**src/rtl/sport_pkg.sv**
```systemverilog
package sport_pkg;
  localparam int REG_W  = 32;
  localparam int BYTE_W = 8;
  localparam int OFF_W  = 6;

  localparam logic [OFF_W-1:0] OFF_LINE  = 6'h00;
  localparam logic [OFF_W-1:0] OFF_CTRL  = 6'h04;
  localparam logic [OFF_W-1:0] OFF_FIFO  = 6'h08;
  localparam logic [OFF_W-1:0] OFF_MODEM = 6'h0C;
  localparam logic [OFF_W-1:0] OFF_STAT  = 6'h10;
  localparam logic [OFF_W-1:0] OFF_ERR   = 6'h14;
  localparam logic [OFF_W-1:0] OFF_FSTAT = 6'h18;
  localparam logic [OFF_W-1:0] OFF_MSTAT = 6'h1C;
  localparam logic [OFF_W-1:0] OFF_TXD   = 6'h20;
  localparam logic [OFF_W-1:0] OFF_RXD   = 6'h24;
  localparam logic [OFF_W-1:0] OFF_BAUD  = 6'h28;

  // general control bit positions that other logic decodes
  localparam int LOOP_BIT  = 5;
  localparam int RXLVL_BIT = 8;
  localparam int TXLVL_BIT = 9;

  // FIFO control: self-clearing reset bits are dropped when stored
  function automatic logic [REG_W-1:0] fifo_store(input logic [REG_W-1:0] v);
    return v & ~REG_W'(32'h0000_0006);
  endfunction

  // FIFO control: reserved bit 3 always reads zero
  function automatic logic [REG_W-1:0] fifo_view(input logic [REG_W-1:0] v);
    return v & ~REG_W'(32'h0000_0008);
  endfunction

  // modem control: only bits 0 and 4 are visible
  function automatic logic [REG_W-1:0] modem_view(input logic [REG_W-1:0] v);
    return v & REG_W'(32'h0000_0011);
  endfunction

  // transmit side always empty (bits 2:1), bit 0 is receive-available
  function automatic logic [REG_W-1:0] stat_word(input logic avail);
    return REG_W'(32'h0000_0006) | REG_W'(avail);
  endfunction
endpackage

```
**src/rtl/sport_ctl_regs.sv**
```systemverilog
module sport_ctl_regs
  import sport_pkg::*;
(
  input  logic             clk,
  input  logic             rst_n,
  input  logic             wr_en,
  input  logic [OFF_W-1:0] wr_off,
  input  logic [REG_W-1:0] wr_data,
  output logic [REG_W-1:0] line_q,
  output logic [REG_W-1:0] ctrl_q,
  output logic [REG_W-1:0] fifo_q,
  output logic [REG_W-1:0] modem_q,
  output logic [REG_W-1:0] baud_q
);
  always_ff @(posedge clk or negedge rst_n) begin
    if (!rst_n) begin
      line_q  <= '0;
      ctrl_q  <= '0;
      fifo_q  <= '0;
      modem_q <= '0;
      baud_q  <= '0;
    end else if (wr_en) begin
      case (wr_off)
        OFF_LINE:  line_q  <= wr_data;
        OFF_CTRL:  ctrl_q  <= wr_data;
        OFF_FIFO:  fifo_q  <= fifo_store(wr_data);
        OFF_MODEM: modem_q <= wr_data;
        OFF_BAUD:  baud_q  <= wr_data;
        default:   ;
      endcase
    end
  end
endmodule

```
**src/rtl/sport_rx_hold.sv**
```systemverilog
module sport_rx_hold
  import sport_pkg::*;
(
  input  logic              clk,
  input  logic              rst_n,
  input  logic              loop_load,
  input  logic [BYTE_W-1:0] loop_byte,
  input  logic              in_valid,
  input  logic [BYTE_W-1:0] in_byte,
  input  logic              rd_take,
  output logic              in_ready,
  output logic              in_take,
  output logic [BYTE_W-1:0] hold_q,
  output logic              avail_q
);
  // a loopback write owns the holder in its cycle
  assign in_ready = !avail_q && !loop_load;
  assign in_take  = in_valid && in_ready;

  always_ff @(posedge clk or negedge rst_n) begin
    if (!rst_n) begin
      hold_q  <= '0;
      avail_q <= 1'b0;
    end else if (loop_load) begin
      hold_q  <= loop_byte;
      avail_q <= 1'b1;
    end else if (in_take) begin
      hold_q  <= in_byte;
      avail_q <= 1'b1;
    end else if (rd_take) begin
      avail_q <= 1'b0;
    end
  end
endmodule

```
**src/rtl/sport_irq_gen.sv**
```systemverilog
module sport_irq_gen
  import sport_pkg::*;
(
  input  logic              clk,
  input  logic              rst_n,
  input  logic              ctrl_wr,
  input  logic              new_rx_lvl,
  input  logic              new_tx_lvl,
  input  logic              rx_lvl_mode,
  input  logic              tx_lvl_mode,
  input  logic              rx_event,
  input  logic              tx_event,
  input  logic              rx_read,
  input  logic              tx_out,
  input  logic [BYTE_W-1:0] tx_byte,
  output logic              irq_rx_pulse,
  output logic              irq_rx_level,
  output logic              irq_tx_pulse,
  output logic              irq_tx_level,
  output logic              tx_valid,
  output logic [BYTE_W-1:0] tx_data
);
  always_ff @(posedge clk or negedge rst_n) begin
    if (!rst_n) begin
      irq_rx_pulse <= 1'b0;
      irq_tx_pulse <= 1'b0;
      irq_rx_level <= 1'b0;
      irq_tx_level <= 1'b0;
      tx_valid     <= 1'b0;
      tx_data      <= '0;
    end else begin
      irq_rx_pulse <= rx_event && !rx_lvl_mode;
      irq_tx_pulse <= tx_event && !tx_lvl_mode;
      tx_valid     <= tx_out;
      if (tx_out) tx_data <= tx_byte;

      // receive level: set by event, cleared by read, forced low by control write
      if (ctrl_wr && !new_rx_lvl)           irq_rx_level <= 1'b0;
      else if (rx_event && rx_lvl_mode)     irq_rx_level <= 1'b1;
      else if (rx_read && rx_lvl_mode)      irq_rx_level <= 1'b0;

      // transmit level follows control writes, set by transmit event
      if (ctrl_wr)                          irq_tx_level <= new_tx_lvl;
      else if (tx_event && tx_lvl_mode)     irq_tx_level <= 1'b1;
    end
  end
endmodule

```
**src/rtl/sport_regif.sv**
```systemverilog
module sport_regif
  import sport_pkg::*;
(
  input  logic              clk,
  input  logic              rst_n,
  input  logic              bus_sel,
  input  logic              bus_wr,
  input  logic [OFF_W-1:0]  bus_addr,
  input  logic [REG_W-1:0]  bus_wdata,
  output logic [REG_W-1:0]  bus_rdata,
  output logic              tx_valid,
  output logic [BYTE_W-1:0] tx_data,
  input  logic              rx_valid,
  output logic              rx_ready,
  input  logic [BYTE_W-1:0] rx_data,
  output logic              irq_rx_pulse,
  output logic              irq_rx_level,
  output logic              irq_tx_pulse,
  output logic              irq_tx_level
);
  logic [REG_W-1:0]  line_q, ctrl_q, fifo_q, modem_q, baud_q;
  logic [BYTE_W-1:0] hold_q;
  logic              rx_avail;

  // named internal events
  logic acc_wr, acc_rd, wr_ctrl, wr_txd, rd_rxd;
  logic loop_on, loop_load, tx_out, in_take, rx_event;

  assign acc_wr    = bus_sel && bus_wr;
  assign acc_rd    = bus_sel && !bus_wr;
  assign wr_ctrl   = acc_wr && (bus_addr == OFF_CTRL);
  assign wr_txd    = acc_wr && (bus_addr == OFF_TXD);
  assign rd_rxd    = acc_rd && (bus_addr == OFF_RXD);
  assign loop_on   = ctrl_q[LOOP_BIT];
  assign loop_load = wr_txd && loop_on;
  assign tx_out    = wr_txd && !loop_on;
  assign rx_event  = loop_load || in_take;

  sport_ctl_regs u_regs (
    .clk     (clk),
    .rst_n   (rst_n),
    .wr_en   (acc_wr),
    .wr_off  (bus_addr),
    .wr_data (bus_wdata),
    .line_q  (line_q),
    .ctrl_q  (ctrl_q),
    .fifo_q  (fifo_q),
    .modem_q (modem_q),
    .baud_q  (baud_q)
  );

  sport_rx_hold u_hold (
    .clk       (clk),
    .rst_n     (rst_n),
    .loop_load (loop_load),
    .loop_byte (bus_wdata[BYTE_W-1:0]),
    .in_valid  (rx_valid),
    .in_byte   (rx_data),
    .rd_take   (rd_rxd),
    .in_ready  (rx_ready),
    .in_take   (in_take),
    .hold_q    (hold_q),
    .avail_q   (rx_avail)
  );

  sport_irq_gen u_irq (
    .clk          (clk),
    .rst_n        (rst_n),
    .ctrl_wr      (wr_ctrl),
    .new_rx_lvl   (bus_wdata[RXLVL_BIT]),
    .new_tx_lvl   (bus_wdata[TXLVL_BIT]),
    .rx_lvl_mode  (ctrl_q[RXLVL_BIT]),
    .tx_lvl_mode  (ctrl_q[TXLVL_BIT]),
    .rx_event     (rx_event),
    .tx_event     (wr_txd),
    .rx_read      (rd_rxd),
    .tx_out       (tx_out),
    .tx_byte      (bus_wdata[BYTE_W-1:0]),
    .irq_rx_pulse (irq_rx_pulse),
    .irq_rx_level (irq_rx_level),
    .irq_tx_pulse (irq_tx_pulse),
    .irq_tx_level (irq_tx_level),
    .tx_valid     (tx_valid),
    .tx_data      (tx_data)
  );

  always_comb begin
    case (bus_addr)
      OFF_LINE:  bus_rdata = line_q;
      OFF_CTRL:  bus_rdata = ctrl_q;
      OFF_FIFO:  bus_rdata = fifo_view(fifo_q);
      OFF_MODEM: bus_rdata = modem_view(modem_q);
      OFF_STAT:  bus_rdata = stat_word(rx_avail);
      OFF_FSTAT: bus_rdata = REG_W'(rx_avail);
      OFF_RXD:   bus_rdata = REG_W'(hold_q);
      OFF_BAUD:  bus_rdata = baud_q;
      default:   bus_rdata = '0;
    endcase
  end
endmodule

```
**config.mk**
```make
export PLATFORM = sky130hd
export DESIGN_NAME = sport_regif
export DESIGN_NICKNAME = d
export VERILOG_FILES = /design/src/rtl/sport_pkg.sv /design/src/rtl/sport_ctl_regs.sv /design/src/rtl/sport_rx_hold.sv /design/src/rtl/sport_irq_gen.sv /design/src/rtl/sport_regif.sv
export SDC_FILE = /design/constraint.sdc
export NUM_CORES = 1
export LEC_CHECK = 0
export BUFFER_PORTS_ARGS = -buffer_cell sky130_fd_sc_hd__buf_2
export CAP_MARGIN = 40
export CORE_ASPECT_RATIO = 1.5
export CORE_UTILIZATION = 40
export CTS_BUF_LIST = sky130_fd_sc_hd__clkbuf_8
export DETAILED_ROUTE_END_ITERATION = 6
export GPL_TIMING_DRIVEN = 0
export PLACE_DENSITY = 0.63
export SYNTH_ARGS = -nofsm -noshare
export SYNTH_HDL_FRONTEND = slang
export SYNTH_SLANG_ARGS = --single-unit
```
**constraint.sdc**
```tcl
create_clock -name clk -period 3 [get_ports clk]
set_input_delay 0.15 -clock clk [delete_from_list [all_inputs] [get_ports clk]]
set_output_delay 0.15 -clock clk [all_outputs]
set_load 0.02 [all_outputs]
```
==> results of run 1 <==
## report_power, final
group	internal, W	switching [W]	total [W]	leakage (nW)
Clock	0.000686	0.000795	0.00148	0.189
Combinational	0.000240	0.000218	0.000459	1.90
Sequential	0.00222	0.000119	0.00234	2.00
Total	0.00315	0.00113	0.00428	4.09
## placed cells by master (no fill, tap or decap), types with 9 or more instances in the layout
master / n
nor2_1: 15
nand2_1: 39
clkbuf_8: 18
a21oi_1: 10
dlygate4sd3_1: 36
mux2_2: 100
clkbuf_1: 14
dfrtp_1: 149
mux2i_1: 9
buf_2: 104
mux2_1: 34
a22oi_1: 54
## worst max path at each step
stage | cells past startpoint | endpoint | start
2_1_floorplan | 5 | u_regs.ctrl_q[0] | bus_addr[5]
3_3_place_gp | 1 | u_regs.ctrl_q[30] | rst_n
3_5_place_dp | 8 | bus_rdata[26] | bus_addr[5]
4_1_cts | 8 | bus_rdata[26] | bus_addr[5]
5_1_grt | 8 | bus_rdata[13] | bus_addr[5]
6_report | 8 | bus_rdata[13] | bus_addr[5]
## kinds of logic after synthesis
logic type | count (synthesis) | synth area share
DFF | 149 | 0.577
AOI/OAI and AO/OA | 79 | 0.0889
and+or+nand+nor | 79 | 0.0606
buffers and inverters | 32 | 0.0258
muxes | 143 | 0.248
## synth_stat cells, types with 2 or more instances
| library cell | number |
|---|---|
| nor3_1 | 2 |
| nor2b_1 | 2 |
| buf_2 | 10 |
| buf_6 | 4 |
| a222oi_1 | 5 |
| nand4_1 | 4 |
| nor3_2 | 2 |
| dfrtp_1 | 149 |
| mux2i_1 | 9 |
| a21oi_1 | 10 |
| mux2_1 | 34 |
| nand3_1 | 2 |
| a2bb2oi_1 | 2 |
| nor3_4 | 2 |
| a31oi_1 | 2 |
| nand2_1 | 39 |
| a22oi_1 | 54 |
| clkbuf_1 | 14 |
| inv_1 | 3 |
| o21ai_0 | 3 |
| nor2_1 | 15 |
| mux2_2 | 100 |
| nand2b_1 | 3 |
## worst reg2reg max path: cells and delay by family, from the launching register on
| family | cells | cell delay, ns |
|---|---|---|
| muxes | 1 | 0.27 |
| and+or+nand+nor | 1 | 0.13 |
| buffers and inverters | 1 | 0.53 |
| AOI/OAI and AO/OA | 1 | 0.08 |
| DFF | 1 | 0.39 |
## area by class of cell
cell class                      count  area [µm²]  share of cell area
Clock inverter                     14         126              0.0159
Tap cell                          203         254              0.0319
Timing Repair Buffer              132         870               0.109
Multi-Input combinational cell    301        2560               0.322
Inverter                            3        11.3             0.00142
Clock buffer                       18         248              0.0311
Sequential cell                   149        3730               0.469
Buffer                             29         155              0.0195
## stage by stage
stage / hold slack, ns / cells / total power [W] / util
2_1_floorplan: -0.146 / 482 / 0.00261 / -
3_3_place_gp: 0.398 / 780 / 0.00277 / 0.458
3_5_place_dp: 0.232 / 781 / 0.00280 / 0.460
4_1_cts: 0.00230 / 849 / 0.00431 / 0.507
5_1_grt: 0.0213 / 849 / 0.00448 / 0.507
6_report: 0.0130 / 849 / 0.00428 / 0.507
## flip-flops by register name (all words and copies together), names as in the netlist
signal and flops:
u_irq.irq_tx_level 1, u_regs.ctrl_q 32, u_hold.avail_q 1, u_hold.hold_q 8, u_regs.baud_q 32, u_regs.line_q 32, u_irq.irq_tx_pulse 1, u_regs.fifo_q 29
u_irq.tx_data 8, u_regs.modem_q 2, u_irq.irq_rx_level 1, u_irq.tx_valid 1, u_irq.irq_rx_pulse 1
## metal layers
metal / share of wire / vias up / wire (µm)
met3: 0.032 / 20 / 507
met4: 0.016 / 0 / 259
li1: - / 2062 / -
met2: 0.53 / 102 / 8300
met5: 0 / - / 0
met1: 0.42 / 2281 / 6680
## what timing repair did
item / 4_1_cts / 5_1_grt
endpoints found under the hold margin: 196 / 0
buffers inserted: 0 / 0
hold buffers: 36 / 0
resized for setup: 0 / 0
==> metrics.cfg, run 1 <==
[yosys]
synth.top_cells.by_area=dfrtp_1 58%, mux2_2 17%, a22oi_1 6.3%, mux2_1 5.9%, nand2_1 2.3%
synth.distinct_cells=35
avgSynthCellArea_um2=13.4
synth_top_area_frac=0.577
ys_seq_elements=149
synthesis.area_um2=6460
synth_largest_area_cell=dfrtp_1
synth_fp_nets=533
synth_edf_count=0
synthFlopType=dfrtp_1
synth_cells=482
ys_seq_area_frac=0.577
async_flop_share=1.00
yosys_warnings=0

[setup_path]
rr_endpoint=u_hold.hold_q[0]
path_delay_family=buffers and inverters
crit_top_cell=buf_2
slowest_delay_ns=0.55
rrSetupSlack_ns=1.46
critPathKind=input pin to output port
cp_num_buf_inv=4
cp_max_fo=10
timing.rr.start=u_hold.avail_q
path_cells=buf_2 > or4_1 > buf_2 > nor2_1 > clkbuf_1 > a22oi_1 > nand2_1 > buf_2
reg2regPathDepth=4
slowest_stage=clkbuf_1
endpoint_kind=output port
critPathRequiredTime_ns=2.85
critPathLaunchType=input pin
worstPathArrival_ns=2.34

[place]
gp_congestion=0.772
placed_cell_area_um2=7220
io_buffers=95
dp_worst_setup_slack_ns=0.505
hpwl_um=11000

[timing]
rsz0062_at_grt=no
setup_viol=0
finalWorstSetupSlack_ns=0.507
fin_crit_sh=0.831
timing.slew.headroom=0.513
fmax_mhz=401
tightestPinTransition_ns=0.720
skew_ns=0.00891
fin_crit_ns=2.49
tns_ns=0
final_hold_viol_count=0
slew_violations=0

[run]
maxCapViolations=0

[pwr]
cellLeakagePower_nw=4.09
power_density_nw_per_um2=537
ir_worst_vdd_mv=0.234

[global_routing]
grt_use_met2=0.369
grtUsageMet3=0.0325
grt_pass1_vias=4947
grt_max_degree=78
gr-usage-all-layers=0.204
gr-total-overflow=0
antenna_found_initial=0
grt_pass1_wl_um=25800
grt-busiest-layer=met2
use_met1=0.242

[finish]
drive_above_1_share=0.384
nFillCells=1424
nets=684
postLayoutCellArea_um2=7960
antenna_cells=0
area_growth_pct=23.2

[route]
dr.pass1.iters=5
wl_per_cell_um=18.6
via_count=4465
drc_errors=0
routed_wl_um=15800
ant_nets=0
drt-initial-drc-count=284
avgViaCountPerCell=5.26

[worst_hold_path]
min_path_cells=3
hold_class=input pin to flip-flop
hold_end=u_hold.hold_q[5]
holdCritStartpoint=rx_data[5]

[clocking]
cts-root-buf=clkbuf_8
cts_made_buffers=17
cts_tree=done
cts.sinks=149
htree_levels=4
cts_buffer_depth=2
cts.clk_slew.worst_paths_ns=0.09
clk_latency_ns=0.45

[die]
num_io_pins=97
rows=56
die-area_um2=16700
fp.coreArea_um2=15700
start_util=0.412
die_x_um=106
die_y_um=158

[outcome]
status=finished clean

Note: power is estimated with default switching activity, not from simulation.
==> inputs of run 2 (changes only) <==
--- a/config.mk
+++ b/config.mk
@@ -5,6 +5,7 @@
 export SDC_FILE = /design/constraint.sdc
 export NUM_CORES = 1
 export LEC_CHECK = 0
+export ABC_AREA = 1
 export BUFFER_PORTS_ARGS = -buffer_cell sky130_fd_sc_hd__buf_2
 export CAP_MARGIN = 40
 export CORE_ASPECT_RATIO = 1.5
==> constraint.sdc (replaced) <==
create_clock -name clk -period 2.6 [get_ports clk]
set_input_delay 0.13 -clock clk [delete_from_list [all_inputs] [get_ports clk]]
set_output_delay 0.13 -clock clk [all_outputs]
set_load 0.02 [all_outputs]
==> metrics.cfg, run 2 <==
[route]
dr.pass1.iters=5  ; unchanged
ant_nets=0  ; unchanged
avgViaCountPerCell=4.82  ; -8.4%
wl_per_cell_um=15.0  ; -19%
routed_wl_um=18300  ; +16%
drt-initial-drc-count=333  ; +17%
drc_errors=0  ; unchanged
via_count=5903  ; +32%

[worst_hold_path]
holdCritStartpoint=bus_wr
min_path_cells=3  ; unchanged
hold_class=input pin to flip-flop
hold_end=u_hold.avail_q

[setup_path]
cp_max_fo=10  ; unchanged
reg2regPathDepth=6  ; +2
path_cells=buf_2 > nor2_4 > nand3_2 > nor2_1 > clkbuf_1 > nand2_1 > nand4_1 > buf_2
endpoint_kind=output port
slowest_delay_ns=0.52  ; -0.03 ns
rrSetupSlack_ns=0.84  ; -0.62 ns
slowest_stage=clkbuf_1
worstPathArrival_ns=1.76  ; -0.58 ns
cp_num_buf_inv=3  ; -1
critPathKind=input pin to output port
timing.rr.start=u_regs.ctrl_q[5]
critPathRequiredTime_ns=2.47  ; -0.38 ns
path_delay_family=buffers and inverters
critPathLaunchType=input pin
crit_top_cell=buf_2
rr_endpoint=u_hold.hold_q[4]

[place]
io_buffers=96  ; +1.1%
gp_congestion=0.808  ; +4.7%
hpwl_um=12900  ; +17%

[yosys]
avgSynthCellArea_um2=8.13  ; -39%
ys_seq_elements=149  ; unchanged
yosys_warnings=0  ; unchanged
synthFlopType=dfrtp_1
synthesis.area_um2=6830  ; +5.7%
synth.top_cells.by_area=dfrtp_1 55%, nand2_1 16%, inv_1 6.6%, o21ai_0 6.1%, o21ai_1 3.0%
synth_cells=840  ; +74%
synth_common_cells=290 x nand2_1, 149 x dfrtp_1, 120 x inv_1, 83 x o21ai_0, 41 x o21ai_1
yosysMostFrequentCell=nand2_1
synth_largest_area_cell=dfrtp_1
synth_top_area_frac=0.546  ; -0.0310
synth_edf_count=0  ; unchanged
synth.distinct_cells=26  ; -26%
ys_seq_area_frac=0.546  ; -0.0310
synth_fp_nets=891  ; +67%
async_flop_share=1.00  ; unchanged

[die]
die-area_um2=17600  ; +5.6%
die_x_um=109  ; +2.7%
rows=58  ; +3.6%
num_io_pins=97  ; unchanged
fp.coreArea_um2=16800  ; +6.8%
die_y_um=162  ; +2.8%
start_util=0.407  ; -0.00437

[global_routing]
antenna_found_initial=0  ; unchanged
grt_pass1_wl_um=29400  ; +14%
gr-total-overflow=0  ; unchanged
grt_pass1_vias=5738  ; +16%
grt_max_degree=79  ; +1.3%
gr-usage-all-layers=0.224  ; +0.0205

[clocking]
ctsResizeCount=0  ; unchanged
cts_buffer_depth=2  ; unchanged
cts_made_buffers=17  ; unchanged
cts-root-buf=clkbuf_8
cts.clk_slew.worst_paths_ns=0.08  ; about the same
cts_hold_buf=46  ; +28%
cts.sinks=149  ; unchanged
htree_levels=4  ; unchanged
postCtsSetupBuffers=0  ; unchanged
clk_latency_ns=0.46  ; about the same
cts_tree=done

[pwr]
power_density_nw_per_um2=616  ; +15%
ir_worst_vdd_mv=0.314  ; +34%
power.total_w=0.00523  ; +22%
cellLeakagePower_nw=4.36  ; +6.5%

[timing]
final_hold_viol_count=0  ; unchanged
setup_viol=0  ; unchanged
rsz0062_at_grt=no
tightestPinTransition_ns=0.738  ; +0.0181 ns
slew_violations=0  ; unchanged
timing.slew.headroom=0.508  ; -0.00533
skew_ns=0.00829  ; -0.000623 ns
fin_crit_ns=1.89
fmax_mhz=529
tns_ns=0  ; unchanged
fin_crit_sh=0.727

[finish]
layout_common_cells=290 x nand2_1, 149 x dfrtp_1, 121 x inv_1
area_growth_pct=24.4
antenna_cells=0  ; unchanged
drive_above_1_share=0.180  ; -0.204
nets=1053  ; +54%
final_common_cell=nand2_1
multi_input_area_um2=2390  ; -6.8%
nFillCells=1694  ; +19%
reg_top3=u_regs.baud_q: 32 flops, u_regs.ctrl_q: 32 flops, u_regs.line_q: 32 flops
regArea_um2=3730  ; unchanged

[run]
maxCapViolations=0  ; unchanged

[outcome]
status=finished clean

run 2: routing by layer:
| layer | wire length, µm | up-vias | track usage | share of wire |
|---|---|---|---|---|
| met5 | 0 | - | 0 | 0 |
| met4 | 480 | 0 | 0.0909 | 0.026 |
| met3 | 653 | 32 | 0.0385 | 0.036 |
| met2 | 9290 | 134 | 0.381 | 0.51 |
| met1 | 7920 | 2790 | 0.279 | 0.43 |
| li1 | - | 2947 | - | - |
run 2: kinds of logic (layout without fill, tap and decap cells):
| group | Yosys count | count (layout) | share of synthesized area |
|---|---|---|---|
| compound gates | 147 | 147 | 0.116 |
| simple gates | 380 | 380 | 0.234 |
| buf+inv | 164 | 339 | 0.104 |
| flops | 149 | 149 | 0.546 |
run 2: cell type report:
cell class | count | share of cell area
buffer | 37 | 0.0271
sequential | 149 | 0.439
tap | 210 | 0.0309
multi-input combinational | 527 | 0.282
timing repair buffer | 143 | 0.115
clock buffer | 18 | 0.0292
clock inverter | 14 | 0.0211
inverter | 127 | 0.0561
run 2: worst max-delay path by stage:
| stage | start | end | slack [ns] | cells after the start |
|---|---|---|---|---|
| final | bus_addr[1] | bus_rdata[26] | 0.71 | 8 |
| after global routing | bus_addr[1] | bus_rdata[26] | 0.62 | 8 |
| after CTS | bus_addr[1] | bus_rdata[26] | 0.73 | 8 |
| after detailed placement | bus_addr[1] | bus_rdata[26] | 0.73 | 8 |
| after global placement | rst_n | u_irq.tx_valid | -0.88 | 1 |
| after floorplan | bus_addr[1] | bus_rdata[16] | 1.40 | 6 |
run 2: tightest hold or removal path, cell delays in order:
cell	delay, ns
buf_2	0.10
nor3_1	0.05
o21ai_0	0.17
run 2: where the power goes:
| group | total [W] | switching [W] | internal (W) |
|---|---|---|---|
| clock network | 0.00192 | 0.000936 | 0.000984 |
| logic | 0.000634 | 0.000333 | 0.000301 |
| registers | 0.00267 | 0.000123 | 0.00255 |
run 2: metrics by stage:
stage	worst slack, ns	utilization	instances	area (µm²)	hold slack, ns
global route	0.624	0.506	1225	8490	0.0599
detailed placement	0.725	0.454	1147	7600	0.217
CTS	0.727	0.506	1225	8490	0.0314
global placement	-0.877	0.452	1146	7570	0.369
finish	0.710	0.506	1225	8490	0.0319
floorplan	1.40	-	840	6830	-0.166
